$ cat src/rtl/uart_regif_pkg.sv
package uart_regif_pkg;
  localparam int REG_W = 8;
  localparam int RATIO_W = 2;
  localparam int FMT_W = 3;
  localparam logic [RATIO_W-1:0] RATIO_RST = 2'b11;

  typedef struct packed {
    logic req_n;
    logic tx_ie;
    logic brk;
  } txctl_t;

  // transmit-control field decode
  function automatic txctl_t decode_txctl(input logic [1:0] code);
    txctl_t t;
    t.req_n = (code == 2'b10);
    t.tx_ie = (code == 2'b01);
    t.brk   = (code == 2'b11);
    return t;
  endfunction

  function automatic logic irq_cond(input logic rx_ie, input logic tx_ie,
                                    input logic rxf, input logic ovr,
                                    input logic cdl, input logic txe);
    return (rx_ie & (rxf | ovr | cdl)) | (tx_ie & txe);
  endfunction

  function automatic logic [REG_W-1:0] pack_status(input logic irq, input logic par,
      input logic ovr, input logic frm, input logic cts, input logic cdl,
      input logic txe, input logic rxf);
    return {irq, par, ovr, frm, cts, cdl, txe, rxf};
  endfunction
endpackage

$ cat src/rtl/uart_regif_ctrl.sv
module uart_regif_ctrl
  import uart_regif_pkg::*;
(
  input  logic                 clk,
  input  logic                 rst_n,
  input  logic                 wr_ctrl_ev,
  input  logic [REG_W-1:0]     wdata,
  output logic                 held,
  output logic [RATIO_W-1:0]   ratio,
  output logic [FMT_W-1:0]     fmt,
  output txctl_t               txc,
  output logic                 rx_ie
);
  localparam int FMT_LO = RATIO_W;
  localparam int TXC_LO = RATIO_W + FMT_W;

  logic [REG_W-1:0] ctrl_q;

  always_ff @(posedge clk or negedge rst_n) begin
    if (!rst_n) ctrl_q <= {{(REG_W-RATIO_W){1'b0}}, RATIO_RST};
    else if (wr_ctrl_ev) ctrl_q <= wdata;
  end

  assign ratio = ctrl_q[RATIO_W-1:0];
  assign fmt   = ctrl_q[FMT_LO +: FMT_W];
  assign txc   = decode_txctl(ctrl_q[TXC_LO +: 2]);
  assign rx_ie = ctrl_q[REG_W-1];
  assign held  = (ratio == RATIO_RST);
endmodule

$ cat src/rtl/uart_regif_rx.sv
module uart_regif_rx
  import uart_regif_pkg::*;
(
  input  logic             clk,
  input  logic             rst_n,
  input  logic             held,
  input  logic             rd_stat_ev,
  input  logic             rd_data_ev,
  input  logic             carrier_n,
  input  logic             rx_done,
  input  logic [REG_W-1:0] rx_data,
  input  logic             rx_perr,
  input  logic             rx_ferr,
  output logic [REG_W-1:0] rxd_q,
  output logic             rxf_q,
  output logic             ovr_q,
  output logic             cdl_q,
  output logic             frm_q,
  output logic             par_q,
  output logic             carrier_rise_ev,
  output logic             accept_ev
);
  logic carrier_q;
  logic cdl_arm_q;

  assign carrier_rise_ev = carrier_n & ~carrier_q;
  assign accept_ev       = rx_done & ~held & ~carrier_n;

  always_ff @(posedge clk or negedge rst_n) begin
    if (!rst_n) carrier_q <= 1'b1;
    else        carrier_q <= carrier_n;
  end

  always_ff @(posedge clk or negedge rst_n) begin
    if (!rst_n) begin
      rxd_q <= '0; rxf_q <= 1'b0; ovr_q <= 1'b0; cdl_q <= 1'b0;
      frm_q <= 1'b0; par_q <= 1'b0; cdl_arm_q <= 1'b0;
    end else if (held) begin
      rxd_q <= '0; rxf_q <= 1'b0; ovr_q <= 1'b0; cdl_q <= 1'b0;
      frm_q <= 1'b0; par_q <= 1'b0; cdl_arm_q <= 1'b0;
    end else begin
      rxf_q <= accept_ev | (rxf_q & ~rd_data_ev & ~carrier_n);
      ovr_q <= (ovr_q | (accept_ev & rxf_q)) & ~rd_data_ev;
      if (accept_ev) begin
        rxd_q <= rx_data;
        frm_q <= rx_ferr;
        par_q <= rx_perr;
      end else if (rd_data_ev) begin
        par_q <= 1'b0;
      end
      cdl_q     <= carrier_rise_ev | (cdl_q & ~(rd_data_ev & cdl_arm_q));
      cdl_arm_q <= rd_data_ev ? 1'b0 : (cdl_arm_q | (rd_stat_ev & cdl_q));
    end
  end
endmodule

$ cat src/rtl/uart_regif_tx.sv
module uart_regif_tx
  import uart_regif_pkg::*;
(
  input  logic             clk,
  input  logic             rst_n,
  input  logic             held,
  input  logic             wr_data_ev,
  input  logic [REG_W-1:0] wdata,
  input  logic             tx_take,
  input  logic             modem_ready_n,
  output logic [REG_W-1:0] tdr_q,
  output logic             empty_q,
  output logic             tx_valid
);
  assign tx_valid = ~empty_q & ~modem_ready_n & ~held;

  always_ff @(posedge clk or negedge rst_n) begin
    if (!rst_n) begin
      tdr_q   <= '0;
      empty_q <= 1'b1;
    end else if (held) begin
      empty_q <= 1'b1;
    end else if (wr_data_ev) begin
      tdr_q   <= wdata;
      empty_q <= 1'b0;
    end else if (tx_take & tx_valid) begin
      empty_q <= 1'b1;
    end
  end
endmodule

$ cat src/rtl/uart_regif.sv
module uart_regif
  import uart_regif_pkg::*;
(
  input  logic               clk,
  input  logic               rst_n,
  input  logic               cs,
  input  logic               rs,
  input  logic               rw,
  input  logic [REG_W-1:0]   wdata,
  output logic [REG_W-1:0]   rdata,
  output logic               irq_n,
  output logic               send_req_n,
  input  logic               modem_ready_n,
  input  logic               carrier_n,
  output logic [RATIO_W-1:0] clk_ratio,
  output logic [FMT_W-1:0]   char_fmt,
  output logic               tx_break,
  output logic               engine_hold,
  output logic               tx_valid,
  output logic [REG_W-1:0]   tx_data,
  input  logic               tx_take,
  input  logic               rx_done,
  input  logic [REG_W-1:0]   rx_data,
  input  logic               rx_perr,
  input  logic               rx_ferr
);
  // named access events
  logic wr_ctrl_ev, rd_stat_ev, wr_data_ev, rd_data_ev;
  assign wr_ctrl_ev = cs & ~rw & ~rs;
  assign rd_stat_ev = cs &  rw & ~rs;
  assign wr_data_ev = cs & ~rw &  rs;
  assign rd_data_ev = cs &  rw &  rs;

  logic   held_w, rx_ie_w, tx_ie_w;
  txctl_t txc_w;

  uart_regif_ctrl u_ctrl (
    .clk(clk), .rst_n(rst_n), .wr_ctrl_ev(wr_ctrl_ev), .wdata(wdata),
    .held(held_w), .ratio(clk_ratio), .fmt(char_fmt), .txc(txc_w), .rx_ie(rx_ie_w)
  );

  logic [REG_W-1:0] rxd_w;
  logic rxf_w, ovr_w, cdl_w, frm_w, par_w, carrier_rise_ev, accept_ev;

  uart_regif_rx u_rx (
    .clk(clk), .rst_n(rst_n), .held(held_w), .rd_stat_ev(rd_stat_ev),
    .rd_data_ev(rd_data_ev), .carrier_n(carrier_n), .rx_done(rx_done),
    .rx_data(rx_data), .rx_perr(rx_perr), .rx_ferr(rx_ferr),
    .rxd_q(rxd_w), .rxf_q(rxf_w), .ovr_q(ovr_w), .cdl_q(cdl_w),
    .frm_q(frm_w), .par_q(par_w), .carrier_rise_ev(carrier_rise_ev),
    .accept_ev(accept_ev)
  );

  logic empty_w;

  uart_regif_tx u_tx (
    .clk(clk), .rst_n(rst_n), .held(held_w), .wr_data_ev(wr_data_ev),
    .wdata(wdata), .tx_take(tx_take), .modem_ready_n(modem_ready_n),
    .tdr_q(tx_data), .empty_q(empty_w), .tx_valid(tx_valid)
  );

  logic txe_w, irq_w;
  logic [REG_W-1:0] stat_w;

  assign tx_ie_w = txc_w.tx_ie;
  assign txe_w   = empty_w & ~modem_ready_n;
  assign irq_w   = ~held_w & irq_cond(rx_ie_w, tx_ie_w, rxf_w, ovr_w, cdl_w, txe_w);
  assign stat_w  = pack_status(irq_w, par_w, ovr_w, frm_w, modem_ready_n, cdl_w, txe_w, rxf_w);

  assign rdata       = rs ? rxd_w : stat_w;
  assign irq_n       = ~irq_w;
  assign send_req_n  = held_w | txc_w.req_n;
  assign tx_break    = ~held_w & txc_w.brk;
  assign engine_hold = held_w;
endmodule

$ cat config.mk
export PLATFORM = sky130hd
export DESIGN_NAME = uart_regif
export DESIGN_NICKNAME = d
export VERILOG_FILES = /design/src/rtl/uart_regif_pkg.sv /design/src/rtl/uart_regif_ctrl.sv /design/src/rtl/uart_regif_rx.sv /design/src/rtl/uart_regif_tx.sv /design/src/rtl/uart_regif.sv
export SDC_FILE = /design/constraint.sdc
export NUM_CORES = 1
export LEC_CHECK = 0
export BUFFER_PORTS_ARGS = -buffer_cell sky130_fd_sc_hd__buf_4
export CAP_MARGIN = 20
export CORE_UTILIZATION = 45
export CTS_CLUSTER_SIZE = 8
export DETAILED_ROUTE_END_ITERATION = 10
export GPL_ROUTABILITY_DRIVEN = 0
export GPL_TIMING_DRIVEN = 0
export PLACE_DENSITY = 0.74
export SETUP_SLACK_MARGIN = 0.1
export SYNTH_ARGS = -nofsm -noshare
export SYNTH_HDL_FRONTEND = slang
export SYNTH_SLANG_ARGS = --single-unit
$ cat constraint.sdc
create_clock -name clk -period 3.3 [get_ports clk]
set_input_delay 0.66 -clock clk [delete_from_list [all_inputs] [get_ports clk]]
set_output_delay 0.66 -clock clk [all_outputs]
set_load 0.005 [all_outputs]
Yosys cells after proc, flatten, opt, wreduce, memory -nomap -nowiden
Index checks and enable logic that the tools add are counted.
{"block": "classes", "bitwise": 42, "n_mul": 0, "n_eq_ne": 4, "order_cmp": 0, "n_reduce_logical": 4, "mux": 16, "n_addsub": 0, "div": 0, "shifts": 0}
{"cell": "bitwise AND 1 bit", "n": 24}
{"cell": "two-way mux 8 bit", "n": 3}
{"cell": "two-way mux 1 bit", "n": 13}
{"cell": "NOT 1 bit", "n": 10}
{"cell": "OR 1 bit", "n": 8}
{"cell": "== test 2 bit, second input constant", "n": 3}
{"cell": "nonzero test 3 bit", "n": 2}
{"cell": "== test 2 x 1 -> 1 bit, second input constant", "n": 1}
{"cell": "AND reduction 2 bit", "n": 1}
{"cell": "nonzero test 2 bit", "n": 1}
{"block": "totals", "latchBits": 0, "output_inout_bits": 26, "register_bits": 32, "word_cells": 77, "in_bits": 27, "mem_count": 0, "rom_bits": 0, "mem_bits_rw": 0}

Depth between registers and ports, before layout
{"block": "depth", "depth_word": 8, "mapped_depth": 4}

Cells and area by module
From an unflattened synthesis, not the netlist that was laid out.
{"block": "unflattened", "hier_cells": 133, "area_unflattened_um2": 1559.0}
{"mod": "uart_regif_rx", "cells_each": 62, "instances": 1, "area_per_inst_um2": 589.3}
{"mod": "uart_regif_tx", "cells_each": 23, "instances": 1, "area_per_inst_um2": 397.9}
{"mod": "uart_regif_ctrl", "cells_each": 26, "instances": 1, "area_per_inst_um2": 396.6}
{"mod": "uart_regif", "cells_each": 22, "instances": 1, "area_per_inst_um2": 175.2}

Worst setup path after synthesis
Ideal clock, no wire load.
{"block": "synth_timing", "kind": "input port to output port", "startpoint": "input port modem_ready_n", "endpoint": "output port rdata[7]", "t_required_ns": 2.640, "arrival_ns": 1.226, "slack_ns": 1.414, "path_buffers": 0, "path_stages": 3, "cell_sequence": "nor4bb_1 -> o21ai_0 -> o21ai_0"}
{"block": "synth_via", "elab_chain_len": 6}
{"element": "from (decl)", "line": "uart_regif.sv:13", "source": "input logic modem_ready_n,"}
{"element": "NOT 1 bit", "line": "uart_regif.sv:66", "source": "assign txe_w = empty_w & ~modem_ready_n;"}
{"element": "bitwise AND 1 bit", "line": "uart_regif.sv:66"}
{"element": "bitwise AND 1 bit", "line": "uart_regif_pkg.sv:25", "source": "return (rx_ie & (rxf | ovr | cdl)) | (tx_ie & txe);"}
{"element": "OR 1 bit", "line": "uart_regif_pkg.sv:25"}
{"element": "bitwise AND 1 bit", "line": "uart_regif.sv:67", "source": "assign irq_w = ~held_w & irq_cond(rx_ie_w, tx_ie_w, rxf_w, ovr_w, cdl_w, txe_w);"}
{"element": "two-way mux 8 bit", "line": "uart_regif.sv:70", "source": "assign rdata = rs ? rxd_w : stat_w;"}
{"element": "to (decl)", "line": "uart_regif.sv:10", "source": "output logic [REG_W-1:0] rdata,"}
Every way passes these cells.

Worst setup path after layout
{"block": "layout_timing", "startpoint": "register u_ctrl.ctrl_q[1]", "endpoint": "output port engine_hold"}
{"block": "layout_via", "elab_chain_len": 1}
{"element": "from (decl)", "line": "uart_regif_ctrl.sv:17", "source": "logic [REG_W-1:0] ctrl_q;"}
{"element": "from (signal assigned)", "line": "uart_regif_ctrl.sv:20", "source": "if (!rst_n) ctrl_q <= {{(REG_W-RATIO_W){1'b0}}, RATIO_RST};"}
{"element": "from (signal assigned)", "line": "uart_regif_ctrl.sv:21", "source": "else if (wr_ctrl_ev) ctrl_q <= wdata;"}
{"element": "== test 2 bit", "line": "uart_regif_ctrl.sv:28", "source": "assign held = (ratio == RATIO_RST);"}
{"element": "to (decl)", "line": "uart_regif.sv:18", "source": "output logic engine_hold,"}
Every way passes these cells.

==> metrics.txt <==
final setup fails 0; Total Routed Length 2930 µm; FILL cells 280; worst-path maximum fanout 10; wire per inst about 13 µm; Largest delay share family, worst path buffers and inverters; max cap viols 0; R2R Setup Slk 1760 ps; Hold Vio Cnt, Final 0; DRT iter0 DRCs 45; peak supply drop 261 µV; Reg2Reg Launch Point u_ctrl.ctrl_q[0]; syn avg cell area 11.2 µm²; P_sw around 0.28 mW; clock power share 0.190; sw frac 0.276; Buf+Inv Stages, Crit Path 3; Nets 214; vias in the first global route 1105; PwrDens 533 nW/µm²; CTS tree yes; Die Width 58.5 µm; post-cts resize count 0; Cells after DPL 224; CTS root buf clkbuf_4; Final period util 0.735; final antenna diode count 0; DRC Markers 0; relative slew slack 0.677; Worst-path clk slew approximately 90 ps; Yosys top cell area share 0.487; cts bufs inserted 5; Mapped Cells 128; Hold/Removal Path Class in -> async; first-pass GRT wire length 4810 µm; Synthesis Warnings 0; # port buffers 52; Critical-path top delay cell dfstp_2; dpl ws 1100 ps; hold_buf cts 0; CTS Buffer Depth 2; Post-DP HPWL 2210 µm; CP Depth 4; leakage 0.912 nW; largest net degree at the start of global routing 33; Max Freq 412 MHz; Hold Slack ~260 ps; Tmin final 2420 ps; Final Skew 4.82 ps; kind of critical path reg -> out; r2r endpoint u_tx.tdr_q[0]; Cell variety after synth 25; most common cell after layout, fill and taps aside buf_4; Slew Viols, Final 0; Syn Nets roughly 160; commonest cells after routing, fill and taps aside buf_4, dfrtp_1, nand2_1; crit end category output port; Area Overhead vs Synth 34.2%; total grt overflow 0; Worst setup SP type register; antenna violations before repair 0; DR vias 1146; sequential share of power 0.507; Via density just under 5; Synth area leader dfrtp_1; Tightest Pin Transition 485 ps; clk_lat worst skew slightly above 300 ps; CORE AREA 3050 µm²; Cell Chain, Critical Path nand2_1 -> inv_2 -> buf_1 -> buf_4; sequential-to-total area share from yosys stat 0.560; clock sinks 32; die outline height 58.5 µm; overall power a little over 1 mW; ranking of synthesized cells by area dfrtp_1, mux2_2, dfstp_2; Req. time, crit path 2640 ps; unrepaired setup endpoints after global routing no; gr usage total 0.186; TNS Setup 0 ps; register bit count reported by yosys 32; drt pass-1 iters 4; Die Area 3430 µm²; post-synth design cell area approximately 1400 µm²; Worst R2R Path Depth 4; Int Pwr 0.744 mW; Initial Util 0.471; Non-Filler Instances ~230; std cell rows 20; Combinational Power Share 0.302; total setup buffers inserted after CTS 0; share of cells above drive strength 1 0.497; # IOs 53; CP arrival 1760 ps; status finished clean; final setup margin 875 ps; CP max stage delay 550 ps; CTS H-tree lvls 2; Post-DRT Antenna Nets 0
final cells by class:
type	count	area [µm²]	area share
Tap cell	44	55.1	0.0285
Inverter	2	7.51	0.00389
Sequential cell	32	806	0.417
Buffer	9	53.8	0.0279
Timing Repair Buffer	52	390	0.202
Clock buffer	6	41.3	0.0214
Multi-Input combinational cell	85	572	0.296
Clock inverter	1	5.00	0.00259
logic make-up (layout without fill, tap and decap cells):
logic type | count (synthesis) | after routing | synth area share
buffers and inverters | 11 | 70 | 0.0426
muxes | 21 | 21 | 0.164
DFF | 32 | 32 | 0.560
AOI/OAI and AO/OA | 20 | 20 | 0.0730
and+or+nand+nor | 44 | 44 | 0.160
power groups by stage:
stage / clock [mW] / sequential (mW) / combinational (mW)
2_1_floorplan: 0 / 0.521 / 0.147
3_3_place_gp: 0 / 0.526 / 0.307
3_5_place_dp: 0 / 0.530 / 0.316
4_1_cts: 0.204 / 0.522 / 0.317
5_1_grt: 0.221 / 0.532 / 0.343
6_report: 0.196 / 0.522 / 0.311
metal layers:
metal  routed length [µm]  share of wire  global-route usage
met1                 1270           0.43               0.231
met2                 1490           0.51               0.319
met3                  129          0.044              0.0549
met4                   37          0.013              0.0510
met5                    0              0                   0
worst max path at each step:
stage / endpoint / slack [ps] / startpoint
floorplan: rdata[7] / 1410 / modem_ready_n
global placement: rdata[7] / 1120 / modem_ready_n
detailed placement: rdata[5] / 1100 / rs
CTS: engine_hold / 840 / u_ctrl.ctrl_q[1]
global route: engine_hold / 730 / u_ctrl.ctrl_q[1]
finish: engine_hold / 880 / u_ctrl.ctrl_q[1]
Yosys cell counts, drive strengths merged:
library cell	n
nand4	1
o21ai	5
a31oi	1
nor4bb	1
inv	2
o31a	1
dfstp	4
buf	7
mux2	21
nor2b	3
a21oi	13
and3	2
nor2	2
dfrtp	28
nand2b	2
nand3	2
clkbuf	2
nor3	6
nand2	24
nor3b	1
per-stage QoR:
step,cell area [µm²],utilization
2_1_floorplan,1440,-
3_3_place_gp,1880,0.617
3_5_place_dp,1880,0.617
4_1_cts,1930,0.632
5_1_grt,1930,0.632
6_report,1930,0.632
state kept, by name, summed over array words and instances (netlist names):
name	cells
u_ctrl.ctrl_q	8
u_rx.carrier_q	1
u_rx.cdl_arm_q	1
u_rx.cdl_q	1
u_rx.frm_q	1
u_rx.ovr_q	1
u_rx.par_q	1
u_rx.rxd_q	8
u_rx.rxf_q	1
u_tx.empty_q	1
u_tx.tdr_q	8
(Power assumes the default switching activity.)
